==> config.mk <==
export PLATFORM = sky130hd
export DESIGN_NAME = mbcrc_engine
export DESIGN_NICKNAME = d
export VERILOG_FILES = /design/src/rtl/mbcrc_pkg.sv /design/src/rtl/mbcrc_stepper.sv /design/src/rtl/mbcrc_fsm.sv /design/src/rtl/mbcrc_datapath.sv /design/src/rtl/mbcrc_engine.sv
export SDC_FILE = /design/constraint.sdc
export NUM_CORES = 1
export LEC_CHECK = 0
export BUFFER_PORTS_ARGS = -buffer_cell sky130_fd_sc_hd__buf_2
export CAP_MARGIN = 20
export CORE_MARGIN = 3
export CORE_UTILIZATION = 50
export CTS_CLUSTER_DIAMETER = 150
export DETAILED_ROUTE_END_ITERATION = 6
export PLACE_DENSITY = 0.77
export SYNTH_ARGS = -nofsm -noshare
export SYNTH_HDL_FRONTEND = slang
export SYNTH_HIERARCHICAL = 1
export SYNTH_SLANG_ARGS = --single-unit
==> constraint.sdc <==
create_clock -name clk -period 2 [get_ports clk]
set_clock_uncertainty 0.15 [all_clocks]
set_input_delay 0.2 -clock clk [delete_from_list [all_inputs] [get_ports clk]]
set_output_delay 0.2 -clock clk [all_outputs]
set_load 0.05 [all_outputs]
==> src/rtl/mbcrc_pkg.sv <==
package mbcrc_pkg;

    typedef enum logic [1:0] {
        ST_IDLE  = 2'd0,
        ST_SHIFT = 2'd1
    } mbcrc_state_e;

    localparam int unsigned MBCRC_W       = 16;
    localparam int unsigned MBCRC_BYTE_W  = 8;
    localparam logic [15:0] MBCRC_POLY    = 16'hA001;
    localparam logic [15:0] MBCRC_PRESET  = 16'hFFFF;

endpackage

==> src/rtl/mbcrc_stepper.sv <==
module mbcrc_stepper #(
    parameter int unsigned          CRC_W = 16,
    parameter logic [CRC_W-1:0]     POLY  = 16'hA001,
    parameter int unsigned          STEPS = 1
) (
    input  logic [CRC_W-1:0] din,
    output logic [CRC_W-1:0] dout
);

    logic [CRC_W-1:0] stage [0:STEPS];

    assign stage[0] = din;

    // one reflected shift step per stage
    for (genvar s = 0; s < STEPS; s++) begin : g_stage
        assign stage[s+1] = stage[s][0] ? ((stage[s] >> 1) ^ POLY)
                                        : (stage[s] >> 1);
    end

    assign dout = stage[STEPS];

endmodule

==> src/rtl/mbcrc_fsm.sv <==
module mbcrc_fsm
    import mbcrc_pkg::*;
#(
    parameter int unsigned STEPS = 8
) (
    input  logic clk,
    input  logic rst_n,
    input  logic abort_i,
    input  logic start_i,
    output logic busy_o,
    output logic shift_o
);

    localparam int unsigned CNT_W = (STEPS > 1) ? $clog2(STEPS) : 1;
    localparam logic [CNT_W-1:0] LAST = CNT_W'(STEPS - 1);

    mbcrc_state_e     state_q, state_d;
    logic [CNT_W-1:0] cnt_q, cnt_d;

    always_comb begin
        state_d = state_q;
        cnt_d   = cnt_q;
        unique case (state_q)
            ST_IDLE: begin
                cnt_d = '0;
                if (!abort_i && start_i) begin
                    state_d = ST_SHIFT;
                end
            end
            ST_SHIFT: begin
                if (abort_i) begin
                    state_d = ST_IDLE;
                    cnt_d   = '0;
                end else if (cnt_q == LAST) begin
                    state_d = ST_IDLE;
                    cnt_d   = '0;
                end else begin
                    cnt_d = cnt_q + 1'b1;
                end
            end
            default: begin
                state_d = ST_IDLE;
                cnt_d   = '0;
            end
        endcase
    end

    // state register
    always_ff @(posedge clk or negedge rst_n) begin
        if (!rst_n) begin
            state_q <= ST_IDLE;
            cnt_q   <= '0;
        end else begin
            state_q <= state_d;
            cnt_q   <= cnt_d;
        end
    end

    // outputs
    always_comb begin
        busy_o  = 1'b0;
        shift_o = 1'b0;
        unique case (state_q)
            ST_IDLE:  ;
            ST_SHIFT: begin
                busy_o  = 1'b1;
                shift_o = !abort_i;
            end
            default:  ;
        endcase
    end

endmodule

==> src/rtl/mbcrc_datapath.sv <==
module mbcrc_datapath #(
    parameter int unsigned      CRC_W     = 16,
    parameter int unsigned      BYTE_W    = 8,
    parameter logic [CRC_W-1:0] POLY      = 16'hA001,
    parameter logic [CRC_W-1:0] PRESET    = 16'hFFFF,
    parameter bit               ITERATIVE = 1'b1
) (
    input  logic              clk,
    input  logic              rst_n,
    input  logic              init_i,
    input  logic              accept_i,
    input  logic              shift_i,
    input  logic [BYTE_W-1:0] data_i,
    output logic [CRC_W-1:0]  crc_q
);

    localparam int unsigned STEPS_PER_CYCLE = ITERATIVE ? 1 : BYTE_W;

    logic [CRC_W-1:0] folded;
    logic [CRC_W-1:0] step_in;
    logic [CRC_W-1:0] step_out;
    logic [CRC_W-1:0] crc_d;

    assign folded = crc_q ^ {{(CRC_W-BYTE_W){1'b0}}, data_i};

    if (ITERATIVE) begin : g_iter
        assign step_in = crc_q;
        always_comb begin
            if (init_i)        crc_d = PRESET;
            else if (accept_i) crc_d = folded;
            else if (shift_i)  crc_d = step_out;
            else               crc_d = crc_q;
        end
    end else begin : g_par
        assign step_in = folded;
        always_comb begin
            if (init_i)        crc_d = PRESET;
            else if (accept_i) crc_d = step_out;
            else               crc_d = crc_q;
        end
    end

    mbcrc_stepper #(
        .CRC_W (CRC_W),
        .POLY  (POLY),
        .STEPS (STEPS_PER_CYCLE)
    ) u_step (
        .din  (step_in),
        .dout (step_out)
    );

    always_ff @(posedge clk or negedge rst_n) begin
        if (!rst_n) crc_q <= PRESET;
        else        crc_q <= crc_d;
    end

endmodule

==> src/rtl/mbcrc_engine.sv <==
module mbcrc_engine
    import mbcrc_pkg::*;
#(
    parameter bit ITERATIVE = 1'b1
) (
    input  logic                    clk,
    input  logic                    rst_n,
    input  logic                    init_i,
    input  logic                    valid_i,
    input  logic [MBCRC_BYTE_W-1:0] data_i,
    input  logic                    check_mode_i,
    output logic                    busy_o,
    output logic [MBCRC_W-1:0]      crc_o,
    output logic [MBCRC_BYTE_W-1:0] crc_lo_o,
    output logic [MBCRC_BYTE_W-1:0] crc_hi_o,
    output logic                    match_o
);

    logic             busy;
    logic             shift;
    logic             accept;
    logic [MBCRC_W-1:0] crc_q;

    // init wins over a byte; bytes during shifting are dropped
    assign accept = valid_i && !busy && !init_i;

    if (ITERATIVE) begin : g_ctrl
        mbcrc_fsm #(
            .STEPS (MBCRC_BYTE_W)
        ) u_fsm (
            .clk     (clk),
            .rst_n   (rst_n),
            .abort_i (init_i),
            .start_i (accept),
            .busy_o  (busy),
            .shift_o (shift)
        );
    end else begin : g_noctrl
        assign busy  = 1'b0;
        assign shift = 1'b0;
    end

    mbcrc_datapath #(
        .CRC_W     (MBCRC_W),
        .BYTE_W    (MBCRC_BYTE_W),
        .POLY      (MBCRC_POLY),
        .PRESET    (MBCRC_PRESET),
        .ITERATIVE (ITERATIVE)
    ) u_dp (
        .clk      (clk),
        .rst_n    (rst_n),
        .init_i   (init_i),
        .accept_i (accept),
        .shift_i  (shift),
        .data_i   (data_i),
        .crc_q    (crc_q)
    );

    assign busy_o   = busy;
    assign crc_o    = crc_q;
    assign crc_lo_o = crc_q[MBCRC_BYTE_W-1:0];
    assign crc_hi_o = crc_q[MBCRC_W-1:MBCRC_W-MBCRC_BYTE_W];
    assign match_o  = check_mode_i && !busy && (crc_q == '0);

endmodule

==> flow_metrics.env <==
export IMPL_clock_sinks=20
export IMPL_min_period_ns=1.91
export IMPL_gp_congestion=0.807
export IMPL_grt_pass1_wl_mm=4.22
export IMPL_htree_levels=1
export IMPL_worstPathArrival_ns=1.56
export IMPL_maxSlewHeadroom_pct=70.9
export IMPL_overflow=0
export IMPL_status="completed"
export IMPL_final_max_slew_violation_count=0
export IMPL_clock_latency_ns=0.30
export IMPL_drc=0
export IMPL_rows=18
export IMPL_fillers=240
export IMPL_grt_pass1_vias=927
export IMPL_rsz0062_at_grt="false"
export IMPL_required_ns=1.65
export IMPL_antenna_found_initial=0
export IMPL_fin_ws_ns=0.0923
export IMPL_numPortBuffers=46
export IMPL_die_y_um=59.1
export IMPL_ys_types=26
export IMPL_endpoint_kind="primary output"
export IMPL_worst_pin_slew_ns=0.436
export IMPL_cts_max_path_buffers=2
export IMPL_core_area_mm2=0.00257
export IMPL_synth_warnings=6
export IMPL_place_ws_ns=0.322
export IMPL_num_antenna_cells=0
export IMPL_leakagePower_uw=0.000620
export IMPL_vias=915
export IMPL_chipWidth_um=59.1
export IMPL_post_cts_buffers=0
export IMPL_final_nets=164
export IMPL_cts_made_buffers=3
export IMPL_crit_type="reg2out"
export IMPL_routedWlPerCell_um=14.4
export IMPL_drt_total_wl_mm=2.57
export IMPL_final_antenna_net_count=0
export IMPL_cts_tree="done"
export IMPL_fp_dieArea_mm2=0.00349
export IMPL_setup_tns_ns=0
export IMPL_synth_seq_area_share_pct=36.9
export IMPL_root_buffer="clkbuf_4"
export IMPL_vias_per_cell=5.14
export IMPL_synth_seq_cells=20
export IMPL_clk_pin_slew_worst_paths_ns=0.10
export IMPL_cp_max_fo=5
export IMPL_holdWs_ns=0.0178
export IMPL_post_route_cells_drive_above_1_share_pct=56.8
export IMPL_io_pins=47
export IMPL_setup_viol=0
export IMPL_fmaxAchievable_mhz=524
export IMPL_dpl_cell_area_mm2=0.00141
export IMPL_vdd_drop_max_v=0.000583
export IMPL_power_density_mw_per_mm2=663
export IMPL_grt_usage_pct=16.0
export IMPL_design_area_mm2=0.00149
export IMPL_grt_max_degree=21
export IMPL_finalHoldViolCount=0
export IMPL_maxCapViolations=0
export IMPL_start_util_pct=54.9
export IMPL_hold_path_class="in2reg"
export IMPL_area_growth_synth_to_final_pct=5.68
export IMPL_startpoint_type="register"
export IMPL_min_period_over_period_pct=95.4
export IMPL_drt_initial_drc_count=12
export IMPL_final_cells=178
export IMPL_netlist_instances=126
export IMPL_drt_first_pass_iters=4
export IMPL_place_inst=169
export IMPL_avgSynthCellArea_um2=11.2
export IMPL_syn_cell_area_mm2=0.00141
export IMPL_dpl_hpwl_mm=1.87
export IMPL_syn_num_nets=141
[registers in the layout (all words and copies together), names as in the netlist]
| signal | count |
|---|---|
| u_dp/crc_q | 16 |
| g_ctrl.u_fsm/cnt_q | 3 |
| g_ctrl.u_fsm/state_q | 1 |
[final cells by class]
type / count / area (um2) / area share [%]
Clock buffer: 4 / 26.3 / 1.76
Timing Repair Buffer: 53 / 298 / 20.0
Sequential cell: 20 / 520 / 34.9
Tap cell: 30 / 37.5 / 2.52
Inverter: 9 / 33.8 / 2.27
Multi-Input combinational cell: 62 / 574 / 38.5
[synth_stat cells]
cell      number  area share [%]
inv_1          9             2.4
nor2_1         2            0.53
nor3b_1        1            0.53
buf_12         1             1.4
nand3b_1       8             4.3
o211ai_1       5             2.7
nand2b_1       2            0.89
a21oi_1        1            0.35
o211ai_2       3             2.7
nor4_1         2            0.89
buf_4         30              16
buf_6          4             3.2
dfstp_2       16              30
xnor2_1        8             5.0
nand4_1        1            0.44
ha_1           2             1.8
nor2_4         1            0.80
nor2b_4        3             2.9
xor2_1         2             1.2
nor4b_1        1            0.62
or4_1          1            0.53
mux2i_1        8             5.7
nor3_1         1            0.35
dfrtp_1        4             7.1
and2_1         2            0.89
a22oi_2        8             7.1
[cells in the final DEF (no fill, tap or decap)]
master	Yosys	routed
nor2b_4	3	3
or4_1	1	1
a22oi_2	8	8
a21oi_1	1	1
nor2_4	1	1
xor2_1	2	2
buf_2	0	45
and2_1	2	2
nor2_2	0	1
nand3b_1	8	8
clkbuf_4	0	3
o211ai_1	5	5
dlygate4sd3_1	0	5
ha_1	2	2
o211ai_2	3	3
nor3b_1	1	1
nor4_1	2	2
clkbuf_1	0	1
nor3_1	1	1
buf_4	30	3
inv_1	9	9
nand2b_1	2	2
nor2_1	2	1
dfstp_2	16	16
nor4b_2	0	1
nand4_1	1	1
mux2i_1	8	8
xnor2_1	8	8
dfrtp_1	4	4
[metrics by stage]
stage               util, %  total power, uW
finish                 58.0              988
global route           58.0             1030
CTS                    57.8             1000
detailed placement     54.7              790
global placement       54.7              786
floorplan                 -              767
[critical path, stage by stage, from the launching register on]
cell and delay, ns:
dfstp_2 0.40, or4_1 0.55, nor2_2 0.11, buf_4 0.20
[cells by family (layout without fill, tap and decap cells)]
logic type	count (synthesis)	count (layout)	share of synthesized area [%]
flops	20	20	36.9
buf+inv	44	66	23.0
fa+ha+maj	2	2	1.77
simple gates	25	25	13.7
xor+xnor	10	10	6.21
mux	8	8	5.68
compound gates	17	17	12.8
[final timing paths]
kind | depth (start not counted) | slack (ns) | from | end
max | 3 | 0.09 | u_dp/crc_q[10]$_DFFE_PN1P_ | match_o
min | 3 | 0.02 | data_i[7] | u_dp/crc_q[7]$_DFFE_PN1P_
max reg2reg | 3 | 0.38 | g_ctrl.u_fsm/state_q[0]$_DFFE_PN0P_ | u_dp/crc_q[8]$_DFFE_PN1P_
min reg2reg | 1 | 0.31 | g_ctrl.u_fsm/cnt_q[0]$_DFF_PN0_ | g_ctrl.u_fsm/cnt_q[0]$_DFF_PN0_
max in group asynchronous | 2 | 1.16 | rst_n | u_dp/crc_q[10]$_DFFE_PN1P_
min in group asynchronous | 2 | 0.20 | rst_n | g_ctrl.u_fsm/cnt_q[2]$_DFF_PN0_
[power by group]
| part | internal, uW | switching [uW] |
|---|---|---|
| Combinational | 94.6 | 222 |
| Clock | 77.7 | 121 |
| Sequential | 441 | 32.5 |
[metal layers]
| metal | routed length (um) | vias up | track usage, % | share of wire (%) |
|---|---|---|---|---|
| li1 | - | 444 | - | - |
| met4 | 31 | 0 | 4.21 | 1.2 |
| met3 | 171 | 4 | 5.01 | 6.7 |
| met2 | 1300 | 30 | 27.1 | 50 |
| met5 | 0 | - | 0 | 0 |
| met1 | 1070 | 437 | 19.5 | 42 |
[repair_timing]
| item | CTS | global route |
|---|---|---|
| hold buffers | 5 | 0 |
| endpoints found under the hold margin | 14 | 0 |
| resized for setup | 1 | 1 |
| endpoints found under the setup margin | 1 | 1 |
No activity file was read; power rests on OpenSTA's default activity.
